--- config.mk ---
export PLATFORM = sky130hd
export DESIGN_NAME = lvds_pix_serializer
export DESIGN_NICKNAME = d
export VERILOG_FILES = /design/src/rtl/lvdsm_pkg.sv /design/src/rtl/lvdsm_slot_timer.sv /design/src/rtl/lvdsm_lane_map.sv /design/src/rtl/lvdsm_lane_ser.sv /design/src/rtl/lvds_pix_serializer.sv
export SDC_FILE = /design/constraint.sdc
export NUM_CORES = 1
export LEC_CHECK = 0
export ABC_CLOCK_PERIOD_IN_PS = 4100
export CORE_MARGIN = 3
export CORE_UTILIZATION = 56
export CTS_BUF_LIST = sky130_fd_sc_hd__clkbuf_4
export DETAILED_ROUTE_END_ITERATION = 7
export PLACE_DENSITY = 0.95
export SYNTH_ARGS = -nofsm -noshare
export SYNTH_HDL_FRONTEND = slang
export SYNTH_HIERARCHICAL = 1
export SYNTH_SLANG_ARGS = --single-unit
--- constraint.sdc ---
create_clock -name clk -period 4.1 [get_ports clk]
set_input_delay 0.41 -clock clk [delete_from_list [all_inputs] [get_ports clk]]
set_output_delay 0.41 -clock clk [all_outputs]
set_load 0.05 [all_outputs]
--- src/rtl/lvdsm_pkg.sv ---
package lvdsm_pkg;

   // mapping format codes as seen on fmt_sel
   typedef enum logic [1:0] {
      FMT_N18  = 2'd0,
      FMT_W24A = 2'd1,
      FMT_W24B = 2'd2,
      FMT_RSV  = 2'd3
   } fmt_e;

   // clock lane bits for slots 0..6, bit k is slot k
   localparam logic [6:0] CLK_PATTERN = 7'b1100011;

   function automatic logic is_wide(input fmt_e f);
      return (f == FMT_W24A) || (f == FMT_W24B);
   endfunction

endpackage

--- src/rtl/lvdsm_slot_timer.sv ---
module lvdsm_slot_timer #(
   parameter int unsigned SLOTS = 7,
   parameter logic [SLOTS-1:0] PATTERN = lvdsm_pkg::CLK_PATTERN
) (
   input  logic clk,
   input  logic rst,
   output logic load,
   output logic strb,
   output logic clk_bit
);
   localparam int unsigned CW = $clog2(SLOTS);
   localparam logic [CW-1:0] LAST = CW'(SLOTS - 1);

   logic [CW-1:0] cnt;

   generate
      if (SLOTS < 2) begin : g_bad_slots
         $error("lvdsm_slot_timer: SLOTS must be at least 2");
      end
   endgenerate

   assign load = (cnt == '0);

   always_ff @(posedge clk) begin
      if (rst) begin
         cnt     <= '0;
         strb    <= 1'b0;
         clk_bit <= 1'b0;
      end else begin
         cnt     <= (cnt == LAST) ? '0 : cnt + 1'b1;
         strb    <= load;
         clk_bit <= PATTERN[cnt];
      end
   end


   cnt_range_chk: assert property (@(posedge clk) disable iff (rst)
      cnt <= LAST);


   strb_gap_chk: assert property (@(posedge clk) disable iff (rst)
      strb |=> !strb);


   clk_head_chk: assert property (@(posedge clk) disable iff (rst)
      strb |-> clk_bit);

endmodule

--- src/rtl/lvdsm_lane_map.sv ---
module lvdsm_lane_map #(
   parameter int unsigned COLOR_W = 8,
   parameter int unsigned SLOTS   = 7,
   parameter int unsigned LANES   = 4
) (
   input  logic [COLOR_W-1:0] r,
   input  logic [COLOR_W-1:0] g,
   input  logic [COLOR_W-1:0] b,
   input  logic               hs,
   input  logic               vs,
   input  logic               de,
   input  lvdsm_pkg::fmt_e    fmt,
   output logic [SLOTS-1:0]   word [LANES]
);
   import lvdsm_pkg::*;

   localparam int unsigned NARROW = 6;

   generate
      if (COLOR_W != 8) begin : g_bad_color
         $error("lvdsm_lane_map: COLOR_W must be 8");
      end
      if (SLOTS != 7) begin : g_bad_slots
         $error("lvdsm_lane_map: SLOTS must be 7");
      end
      if (LANES != 4) begin : g_bad_lanes
         $error("lvdsm_lane_map: LANES must be 4");
      end
   endgenerate

   logic [NARROW-1:0] rn, gn, bn;

   // six-bit view of each colour: low bits for the second wide format,
   // high bits otherwise
   always_comb begin
      if (fmt == FMT_W24B) begin
         rn = r[NARROW-1:0];
         gn = g[NARROW-1:0];
         bn = b[NARROW-1:0];
      end else begin
         rn = r[COLOR_W-1 -: NARROW];
         gn = g[COLOR_W-1 -: NARROW];
         bn = b[COLOR_W-1 -: NARROW];
      end
   end

   // word bit k is slot k
   always_comb begin
      word[0] = {rn[0], rn[1], rn[2], rn[3], rn[4], rn[5], gn[0]};
      word[1] = {gn[1], gn[2], gn[3], gn[4], gn[5], bn[0], bn[1]};
      word[2] = {bn[2], bn[3], bn[4], bn[5], hs, vs, de};
      unique case (fmt)
         FMT_W24A: word[3] = {r[0], r[1], g[0], g[1], b[0], b[1], 1'b0};
         FMT_W24B: word[3] = {r[6], r[7], g[6], g[7], b[6], b[7], 1'b0};
         default:  word[3] = '0;
      endcase
   end

endmodule

--- src/rtl/lvdsm_lane_ser.sv ---
module lvdsm_lane_ser #(
   parameter int unsigned SLOTS = 7
) (
   input  logic             clk,
   input  logic             rst,
   input  logic             load,
   input  logic             mirror,
   input  logic [SLOTS-1:0] word,
   output logic             bit_o
);
   logic [SLOTS-1:0] rev;
   logic [SLOTS-1:0] sh;

   generate
      for (genvar i = 0; i < SLOTS; i++) begin : g_rev
         assign rev[i] = word[SLOTS-1-i];
      end
   endgenerate

   always_ff @(posedge clk) begin
      if (rst) begin
         sh <= '0;
      end else if (load) begin
         sh <= mirror ? rev : word;
      end else begin
         sh <= {1'b0, sh[SLOTS-1:1]};
      end
   end

   assign bit_o = sh[0];


   first_slot_chk: assert property (@(posedge clk) disable iff (rst)
      (load && !mirror) |=> (bit_o == $past(word[0])));


   mirror_first_chk: assert property (@(posedge clk) disable iff (rst)
      (load && mirror) |=> (bit_o == $past(word[SLOTS-1])));

endmodule

--- src/rtl/lvds_pix_serializer.sv ---
module lvds_pix_serializer #(
   parameter int unsigned COLOR_W = 8,
   parameter int unsigned SLOTS   = 7,
   parameter int unsigned LANES   = 4
) (
   input  logic                            clk,
   input  logic                            rst,
   input  logic [COLOR_W-1:0]              pix_r,
   input  logic [COLOR_W-1:0]              pix_g,
   input  logic [COLOR_W-1:0]              pix_b,
   input  logic                            pix_hs,
   input  logic                            pix_vs,
   input  logic                            pix_de,
   input  logic [1:0]                      fmt_sel,
   input  logic                            mirror,
   output logic [LANES-1:0]                lane_out,
   output logic                            clk_lane,
   output logic                            slot0_strb,
   output logic [$clog2(LANES+1)-1:0]      lane_count
);
   import lvdsm_pkg::*;

   localparam int unsigned LCW = $clog2(LANES + 1);

   logic             load;
   logic [SLOTS-1:0] word [LANES];
   fmt_e             fmt_in;
   fmt_e             fmt_q;
   logic             mir_q;

   assign fmt_in = fmt_e'(fmt_sel);

   lvdsm_slot_timer #(
      .SLOTS   (SLOTS),
      .PATTERN (CLK_PATTERN)
   ) i_timer (
      .clk     (clk),
      .rst     (rst),
      .load    (load),
      .strb    (slot0_strb),
      .clk_bit (clk_lane)
   );

   lvdsm_lane_map #(
      .COLOR_W (COLOR_W),
      .SLOTS   (SLOTS),
      .LANES   (LANES)
   ) i_map (
      .r    (pix_r),
      .g    (pix_g),
      .b    (pix_b),
      .hs   (pix_hs),
      .vs   (pix_vs),
      .de   (pix_de),
      .fmt  (fmt_in),
      .word (word)
   );

   generate
      for (genvar ln = 0; ln < LANES; ln++) begin : g_lane
         lvdsm_lane_ser #(
            .SLOTS (SLOTS)
         ) i_ser (
            .clk    (clk),
            .rst    (rst),
            .load   (load),
            .mirror (mirror),
            .word   (word[ln]),
            .bit_o  (lane_out[ln])
         );
      end
   endgenerate

   // format and mirror of the pixel being sent
   always_ff @(posedge clk) begin
      if (rst) begin
         fmt_q <= FMT_N18;
         mir_q <= 1'b0;
      end else if (load) begin
         fmt_q <= fmt_in;
         mir_q <= mirror;
      end
   end

   assign lane_count = is_wide(fmt_q) ? LCW'(LANES) : LCW'(LANES - 1);


   lane3_idle_chk: assert property (@(posedge clk) disable iff (rst)
      (lane_count == LCW'(LANES - 1)) |-> !lane_out[LANES-1]);


   ctl3_zero_chk: assert property (@(posedge clk) disable iff (rst)
      (slot0_strb && !mir_q) |-> !lane_out[LANES-1]);


   cfg_hold_chk: assert property (@(posedge clk) disable iff (rst)
      !load |=> ($stable(fmt_q) && $stable(mir_q)));


   rst_quiet_chk: assert property (@(posedge clk)
      rst |=> (lane_out == '0));

endmodule

After elaboration in Yosys (flattened, before gate mapping) --
Memory sizes are Yosys's and may differ from the RTL's. A register that Yosys moved wholly into a read port is not among the register bits. Cells that the tools add are included.
Word-level totals: word-level logic and storage cells 36, bits in read-only memories 8, latch bits 0, bits in writable memories 0, bits of input ports 32, bits in registers 34, output and inout bits 9, memories 1
Cells by class: muxes and demuxes 13, $mul 0, divide/modulo/power cells 0, bitwise gates (word level) 1, reductions and logical operators 4, shift operators 0, equal/unequal tests 5, magnitude comparators 0, add/sub/neg operators 1
Memory list:
- (name not given) | depth 8, width 1, rd ports 1, clocked after Yosys merged registers in 1, wr ports 0, RTL line lvdsm_slot_timer.sv:32 | clk_bit <= PATTERN[cnt];
Operator list (count):
- $mux 6 | 7
- $mux 7 | 4
- $pmux 7 s2 | 1
- $eq 2x1->1 const B | 2
- $eq 2x2->1 const B | 2
- $reduce_or 2->1 | 2
- $add 3x1->3 const B | 1
- $eq 3x3->1 const B | 1
- $logic_not 3->1 | 1
- $mux 3 | 1
- $logic_or 1x1->1 | 1
- $not 1->1 | 1

Logic depth before layout (Yosys ltp) --
Gate-level depths: netlist of the first run.
word-level depth 4, mapped depth 7, gate-level depth less buffers 6

Modules after synthesis --
Netlist of the first run, hierarchy kept.
Modules (own cells, without submodules):
- lvdsm_lane_ser | area an instance 296.5 µm², instances 4, sequential area each 140.1 µm², cells each 28
- lvdsm_lane_map | area an instance 384.1 µm², instances 1, sequential area each 0.0 µm², cells each 42
- lvdsm_slot_timer | area an instance 211.5 µm², instances 1, sequential area each 100.1 µm², cells each 20
- lvds_pix_serializer | area an instance 87.6 µm², instances 1, sequential area each 40.0 µm², cells each 9

Worst setup path before layout of the first run --
No wires, ideal clock.
path type register -> output, from reg fmt_q[1], to out lane_count[2], path slack 1.964 ns, data arrival time 1.726 ns, cell stages (with the launch flop) 3, data required time 3.690 ns, buffers on the path 0, cell sequence dfxtp_1 xnor2_1 inv_1
On the way: cells in the longest elaborated chain, start to end 3, elaborated cells between the ends (all ways) 4, classes of those cells eq/ne: 2; mux: 1; reduce/logical: 1
RTL lines:
- start: declaration | RTL line lvds_pix_serializer.sv:28 | fmt_e fmt_q;
- start signal: assignment | RTL line lvds_pix_serializer.sv:80 | fmt_q <= fmt_in;
- $eq 2x1->1 or $eq 2x2->1 (tied branches) | RTL line lvdsm_pkg.sv:15 | return (f == FMT_W24A) || (f == FMT_W24B);
- $logic_or 1x1->1 * | RTL line lvdsm_pkg.sv:15
- $mux 3 * | RTL line lvds_pix_serializer.sv:85 | assign lane_count = is_wide(fmt_q) ? LCW'(LANES) : LCW'(LANES - 1);
- end: declaration | RTL line lvds_pix_serializer.sv:19 | output logic [$clog2(LANES+1)-1:0] lane_count
Mark *: on every way between the ends. The rest lies on a longest branch, timed or not.

Worst setup path in the final report of the first run --
from reg fmt_q[1], to out lane_count[1]
Same word-level chain as after synthesis.

==> flow_summary_export.csv, run 1 <==
group,metric,value,unit
run_status,status,"complete, no violations",
run,drv_cap,0,
yosys,seq_area_frac_synth,0.375,
yosys,synth_fp_nets,221,
sta,clock-skew-final,0.0172,ns
critical_path,startpoint,"fmt_q[1]$_SDFFE_PP0P_",
clock_tree,cts_buffer_depth,2,
detailed_routing,wl,3730,µm
critical_path,cp-start-kind,"register",
critical_path,worstSetupEndpointType,"primary output",
place,numPortBuffers,40,
detailed_routing,ant_nets,0,
min_path,hold_path.startpoint,"g_lane[3].i_ser/sh[3]$_SDFF_PP0_",
yosys,syn_avg_cell_area,10.2,µm²
pwr,power,0.000971,W
sta,max_slew.worst_pin.slew,0.653,ns
sta,tns,0,ns
die,die_h,63.8,µm
yosys,synth_area,1870,µm²
clock_tree,clkSlewWorstSetupHoldPaths,0.12,ns
final_layout,final_cells,263,
final_layout,drive_above_1_share,0.132,
critical_path,critical_path.max_fanout,3,
yosys,yosysTopAreaCell,"dfxtp_1",
yosys,ys_warn_count,6,
final_layout,most-common-layout-cells,"40 x clkdlybuf4s50_1, 35 x dfxtp_1, 32 x nor2_1",
yosys,synth_cells,183,
critical_path,r2r_setup_slack,2.51,ns
critical_path,rr_worst_depth,6,
clock_tree,cts_tree,"built",
critical_path,critical_path_arrival,1.79,ns
sta,min_period,2.20,ns
yosys,synth_cell_types,21,
global_route,antenna_found_initial,0,
sta,slew_violations,0,
detailed_routing,wire_per_inst,14.2,µm
global_route,grtUsageTotal,0.202,
critical_path,rr_endpoint,"g_lane[2].i_ser/sh[1]$_SDFF_PP0_",
detailed_routing,drc_errors,0,
clock_tree,cts_setup_buffers,0,
critical_path,critPathKind,"reg2out",
sta,setup_viol,0,
min_path,min_path_type,"reg2reg",
pwr,power_density,418,nW/µm²
critical_path,cp_num_cells,2,
pwr,vdd_drop_max,217,µV
die,die_x,63.8,µm
place,placedCellCount,255,
sta,fmax,454,MHz
critical_path,worstPathRequired,3.69,ns
final_layout,diodes,0,
yosys,synth.top_cell.area_share,0.375,
pwr,p_leak,0.970,nW
place,hpwlAfterDp,2610,µm
yosys,synthTopCellsByArea,"dfxtp_1 37%, mux2i_1 16%, a211oi_1 8.4%",
final_layout,areaGrowthSynthToFinish,24.3,%
critical_path,critPathSlowestCell,"clkdlybuf4s50_1",
critical_path,cp_top_family,"buffers and inverters",
global_route,grt_first_pass_wirelength,6400,µm
critical_path,crit_chain,"xnor2_1, clkdlybuf4s50_1",
detailed_routing,vias,1441,
sta,rsz0062_at_grt,"false",
final_layout,num-nets-final,256,
clock_tree,cts_sinks,35,
die,core,3130,µm²
die,row_count,20,
die,initial_core_util,0.598,
clock_tree,ctsResizeCount,0,
final_layout,layout_commonest_cell,"clkdlybuf4s50_1",
critical_path,r2r-start,"i_timer/cnt[0]$_SDFF_PP0_",
clock_tree,hold_buffers,0,
clock_tree,root_buffer,"clkbuf_4",
detailed_routing,drt_iter0_drc,77,
yosys,ys_ff_latch,35,
sta,min_period_over_period,0.537,
critical_path,critPathCapture,"lane_count[1]",
global_route,grt_max_degree,52,
detailed_routing,firstDrtPassIters,4,
die,pin_count,41,
clock_tree,cts_buffers,5,
sta,fin_hold_ws,0.465,ns
critical_path,cp.buffers_inverters,1,
detailed_routing,via_per_inst,5.48,
clock_tree,clk_latency,0.35,ns
global_route,gr-total-overflow,0,
clock_tree,h-tree-depth,2,
global_route,grt_pass1_vias,1431,
critical_path,critPathMaxStageDelay,0.86,ns
sta,maxSlewHeadroom,0.565,
sta,final_hold_viol_count,0,
place,globalplace.congestion,0.742,
die,dieArea,4070,µm²
[cell usage after synthesis, drive strengths merged]
cell	instances
nor2	32
nand2b	1
dfxtp	35
a21oi	2
or3b	1
and2b	2
mux2	18
and2	2
buf	15
xnor2	1
conb	1
a211oi	21
nor3b	4
nor2b	1
inv	5
a22oi	6
mux2i	30
ha	6
[final cells by class]
type / count / area, µm²
Sequential cell: 35 / 701
Tap cell: 44 / 55.1
Inverter: 5 / 18.8
Clock buffer: 6 / 45.0
Clock inverter: 2 / 60.1
Multi-Input combinational cell: 128 / 1020
Timing Repair Buffer: 43 / 423
Fill cell: 221 / 805
[state kept, by name, summed over array words and instances, names as in the netlist]
name	cells
g_lane.i_ser/sh	28
i_timer/cnt	3
fmt_q	2
i_timer/clk_bit	1
i_timer/strb	1
[through the flow]
step	worst slack (ns)	area [µm²]	utilization
6_report	1.90	2320	0.743
5_1_grt	1.84	2320	0.743
4_1_cts	1.88	2320	0.743
3_5_place_dp	1.76	2220	0.709
3_3_place_gp	1.81	2220	0.709
2_1_floorplan	1.96	1870	-
[cell families after synthesis]
group / synth area share
flops: 0.375
fa+ha+maj: 0.0402
buf+inv: 0.0790
mux: 0.279
simple gates: 0.106
compound gates: 0.114
other cells: 0.00201
xor+xnor: 0.00469
[power by group]
group	internal, W	total (W)	leakage (nW)	switching, W
Clock	0.000197	0.000316	0.0559	0.000119
Sequential	0.000379	0.000392	0.290	0.0000125
Combinational	0.000118	0.000263	0.624	0.000144
Total	0.000695	0.000971	0.970	0.000276
[how the worst min path moves through the flow]
stage                                        to  slack (ns)  cells after the start
6_report       g_lane[3].i_ser/sh[2]$_SDFF_PP0_        0.46                      2
3_5_place_dp   g_lane[3].i_ser/sh[0]$_SDFF_PP0_        0.46                      2
5_1_grt        g_lane[3].i_ser/sh[2]$_SDFF_PP0_        0.48                      2
2_1_floorplan  g_lane[0].i_ser/sh[3]$_SDFF_PP0_        0.44                      2
4_1_cts        g_lane[3].i_ser/sh[4]$_SDFF_PP0_        0.47                      2
3_3_place_gp   g_lane[1].i_ser/sh[0]$_SDFF_PP0_        0.45                      2
[worst register-to-register path, stage by stage (launching register included)]
cell and delay (ns):
dfxtp_1 0.33, inv_1 0.09, ha_1 0.16, and2b_1 0.12, buf_4 0.42, nor2_1 0.11
a211oi_1 0.26
[metal layers]
| metal | vias to the layer above | part of all wire | track usage |
|---|---|---|---|
| li1 | 712 | - | - |
| met1 | 682 | 0.45 | 0.259 |
| met5 | - | 0 | 0 |
| met3 | 8 | 0.045 | 0.0457 |
| met4 | 0 | 0.018 | 0.0889 |
| met2 | 39 | 0.49 | 0.323 |
Power figures use the tool's default switching activity.
==> run 2: changes to the inputs <==
- ABC_CLOCK_PERIOD_IN_PS: 4100 -> 2000
- CORE_UTILIZATION: 56 -> 47
- PLACE_DENSITY: 0.95 -> 0.89
- clock period: 4.1 -> 2 ns (I/O delays scaled with it)
==> run 2 against run 1 <==
Net effect: sequential power up 100%; utilization down 12 points; first-iteration DRC count down 35%; clock power up 20%; combinational power up 110%; setup slack worse by 1.8 ns; cell count up 2.7%; critical endpoint is now lane_count[0]; largest power group unchanged.
==> flow_summary_export.csv, run 2 (synthesized netlist as in run 1, its figures left out) <==
group,metric,value,unit
min_path,min_path_type,"reg2reg",
sta,final_hold_viol_count,0,
final_layout,drive_above_1_share,0.135,
clock_tree,h-tree-depth,2,
critical_path,critPathMaxStageDelay,0.85,ns
critical_path,worstPathRequired,1.80,ns
run,drv_cap,0,
critical_path,critPathKind,"reg2out",
critical_path,cp_top_family,"buffers and inverters",
die,pin_count,41,
final_layout,regMostFlops,"g_lane.i_ser/sh",
critical_path,worstSetupEndpointType,"primary output",
run_status,status,"complete, no violations",
clock_tree,root_buffer,"clkbuf_4",
sta,rsz0062_at_grt,"false",
global_route,grtUsageTotal,0.168,
sta,fmax,517,MHz
detailed_routing,wire_per_inst,13.9,µm
pwr,vdd_drop_max,322,µV
sta,max_slew.worst_pin.slew,0.508,ns
critical_path,critical_path_arrival,1.74,ns
clock_tree,cts_buffer_depth,2,
sta,min_period_over_period,0.968,
critical_path,cp.buffers_inverters,1,
global_route,antenna_found_initial,0,
detailed_routing,drt_iter0_drc,50,
detailed_routing,drc_errors,0,
critical_path,critical_path.max_fanout,3,
sta,maxSlewHeadroom,0.661,
sta,clock-skew-final,0.00964,ns
global_route,grt_first_pass_wirelength,6560,µm
final_layout,diodes,0,
die,initial_core_util,0.499,
detailed_routing,via_per_inst,5.41,
die,core,3740,µm²
die,dieArea,4770,µm²
critical_path,crit_chain,"xnor2_1, clkdlybuf4s50_1",
critical_path,critPathSlowestCell,"clkdlybuf4s50_1",
final_layout,largest_reg_flops,28,
detailed_routing,vias,1461,
detailed_routing,ant_nets,0,
sta,slew_violations,0,
global_route,grt_max_degree,52,
final_layout,fillers,332,
final_layout,num-nets-final,259,
sta,min_period,1.94,ns
pwr,power_density,743,nW/µm²
detailed_routing,firstDrtPassIters,4,
sta,setup_viol,0,
sta,fin_hold_ws,0.471,ns
global_route,grt_pass1_vias,1459,
pwr,p_leak,0.977,nW
global_route,gr-total-overflow,0,
final_layout,postLayoutCellArea,2340,µm²
clock_tree,clkSlewWorstSetupHoldPaths,0.11,ns
clock_tree,clk_latency,0.34,ns
clock_tree,hold_buffers,0,
sta,tns,0,ns
clock_tree,cts_setup_buffers,0,
die,die_h,69.1,µm
detailed_routing,wl,3760,µm
place,hpwlAfterDp,2710,µm
place,place_area,2280,µm²
final_layout,seqCellArea,701,µm²
final_layout,most-common-layout-cells,"39 x clkdlybuf4s50_1, 35 x dfxtp_1, 32 x nor2_1",
place,numPortBuffers,40,
clock_tree,cts_sinks,35,
die,row_count,22,
final_layout,layout_commonest_cell,"clkdlybuf4s50_1",
final_layout,reg_top3,"g_lane.i_ser/sh: 28 flops, i_timer/cnt: 3 flops, fmt_q: 2 flops",
final_layout,multi_input_area,1020,µm²
clock_tree,cts_buffers,5,
final_layout,areaGrowthSynthToFinish,25.1,%
place,globalplace.congestion,0.778,
clock_tree,cts_tree,"built",
critical_path,cp-start-kind,"register",
die,die_x,69.1,µm
==> run 2: through the flow <==
stage	setup slack, ns	utilization	cells	power (W)
floorplan	0.0738	-	183	0.00120
global placement	0.0573	0.610	262	0.00136
detailed placement	-0.00576	0.610	262	0.00137
CTS	0.0262	0.624	270	0.00176
global route	0.00393	0.625	270	0.00184
finish	0.0645	0.625	270	0.00174
==> run 2: path summary, 6_finish.rpt <==
| kind | from | to | slack (ns) | depth (start not counted) |
|---|---|---|---|---|
| worst min-delay path | g_lane[3].i_ser/sh[5]$_SDFF_PP0_ | g_lane[3].i_ser/sh[4]$_SDFF_PP0_ | 0.47 | 2 |
| worst max register to register | i_timer/cnt[0]$_SDFF_PP0_ | g_lane[2].i_ser/sh[0]$_SDFF_PP0_ | 0.56 | 6 |
| worst max-delay path | fmt_q[1]$_SDFFE_PP0P_ | lane_count[0] | 0.06 | 2 |
| worst min register to register | g_lane[3].i_ser/sh[5]$_SDFF_PP0_ | g_lane[3].i_ser/sh[4]$_SDFF_PP0_ | 0.47 | 2 |
==> run 2: metal layers <==
| metal | routed length, µm | global-route usage |
|---|---|---|
| met1 | 1680 | 0.202 |
| met2 | 1790 | 0.278 |
| met3 | 219 | 0.0569 |
| met4 | 63 | 0.0564 |
| met5 | 0 | 0 |
==> run 2: area by class of cell <==
cell class,instances,share of cell area
clock buffer,6,0.0193
timing repair buffer,46,0.208
sequential,35,0.300
tap,48,0.0257
multi-input combinational,128,0.437
inverter,5,0.00803
clock inverter,2,0.00321
==> run 2: worst reg2reg max path, stage by stage, from the launching register on <==
cell	delay [ns]
dfxtp_1	0.33
inv_1	0.10
ha_1	0.18
and2b_1	0.17
buf_12	0.23
nor2_1	0.10
a211oi_1	0.23
==> run 2: repair_timing <==
item / in CTS / in global routing
gates resized for setup: 0 / 1
endpoints found under the setup margin: 0 / 2
hold endpoints to repair: 0 / 0
==> run 2: report_power, final <==
part | internal, W | switching [W] | leakage [nW]
registers | 0.000777 | 0.0000240 | 0.290
clock network | 0.000144 | 0.000235 | 0.0307
logic | 0.000259 | 0.000297 | 0.657
total | 0.00118 | 0.000556 | 0.977
==> run 3: changes to the inputs <==
- CAP_MARGIN: default -> 30
==> results of run 3 <==
Final layout, timing and power as in run 2 (identical DEF).
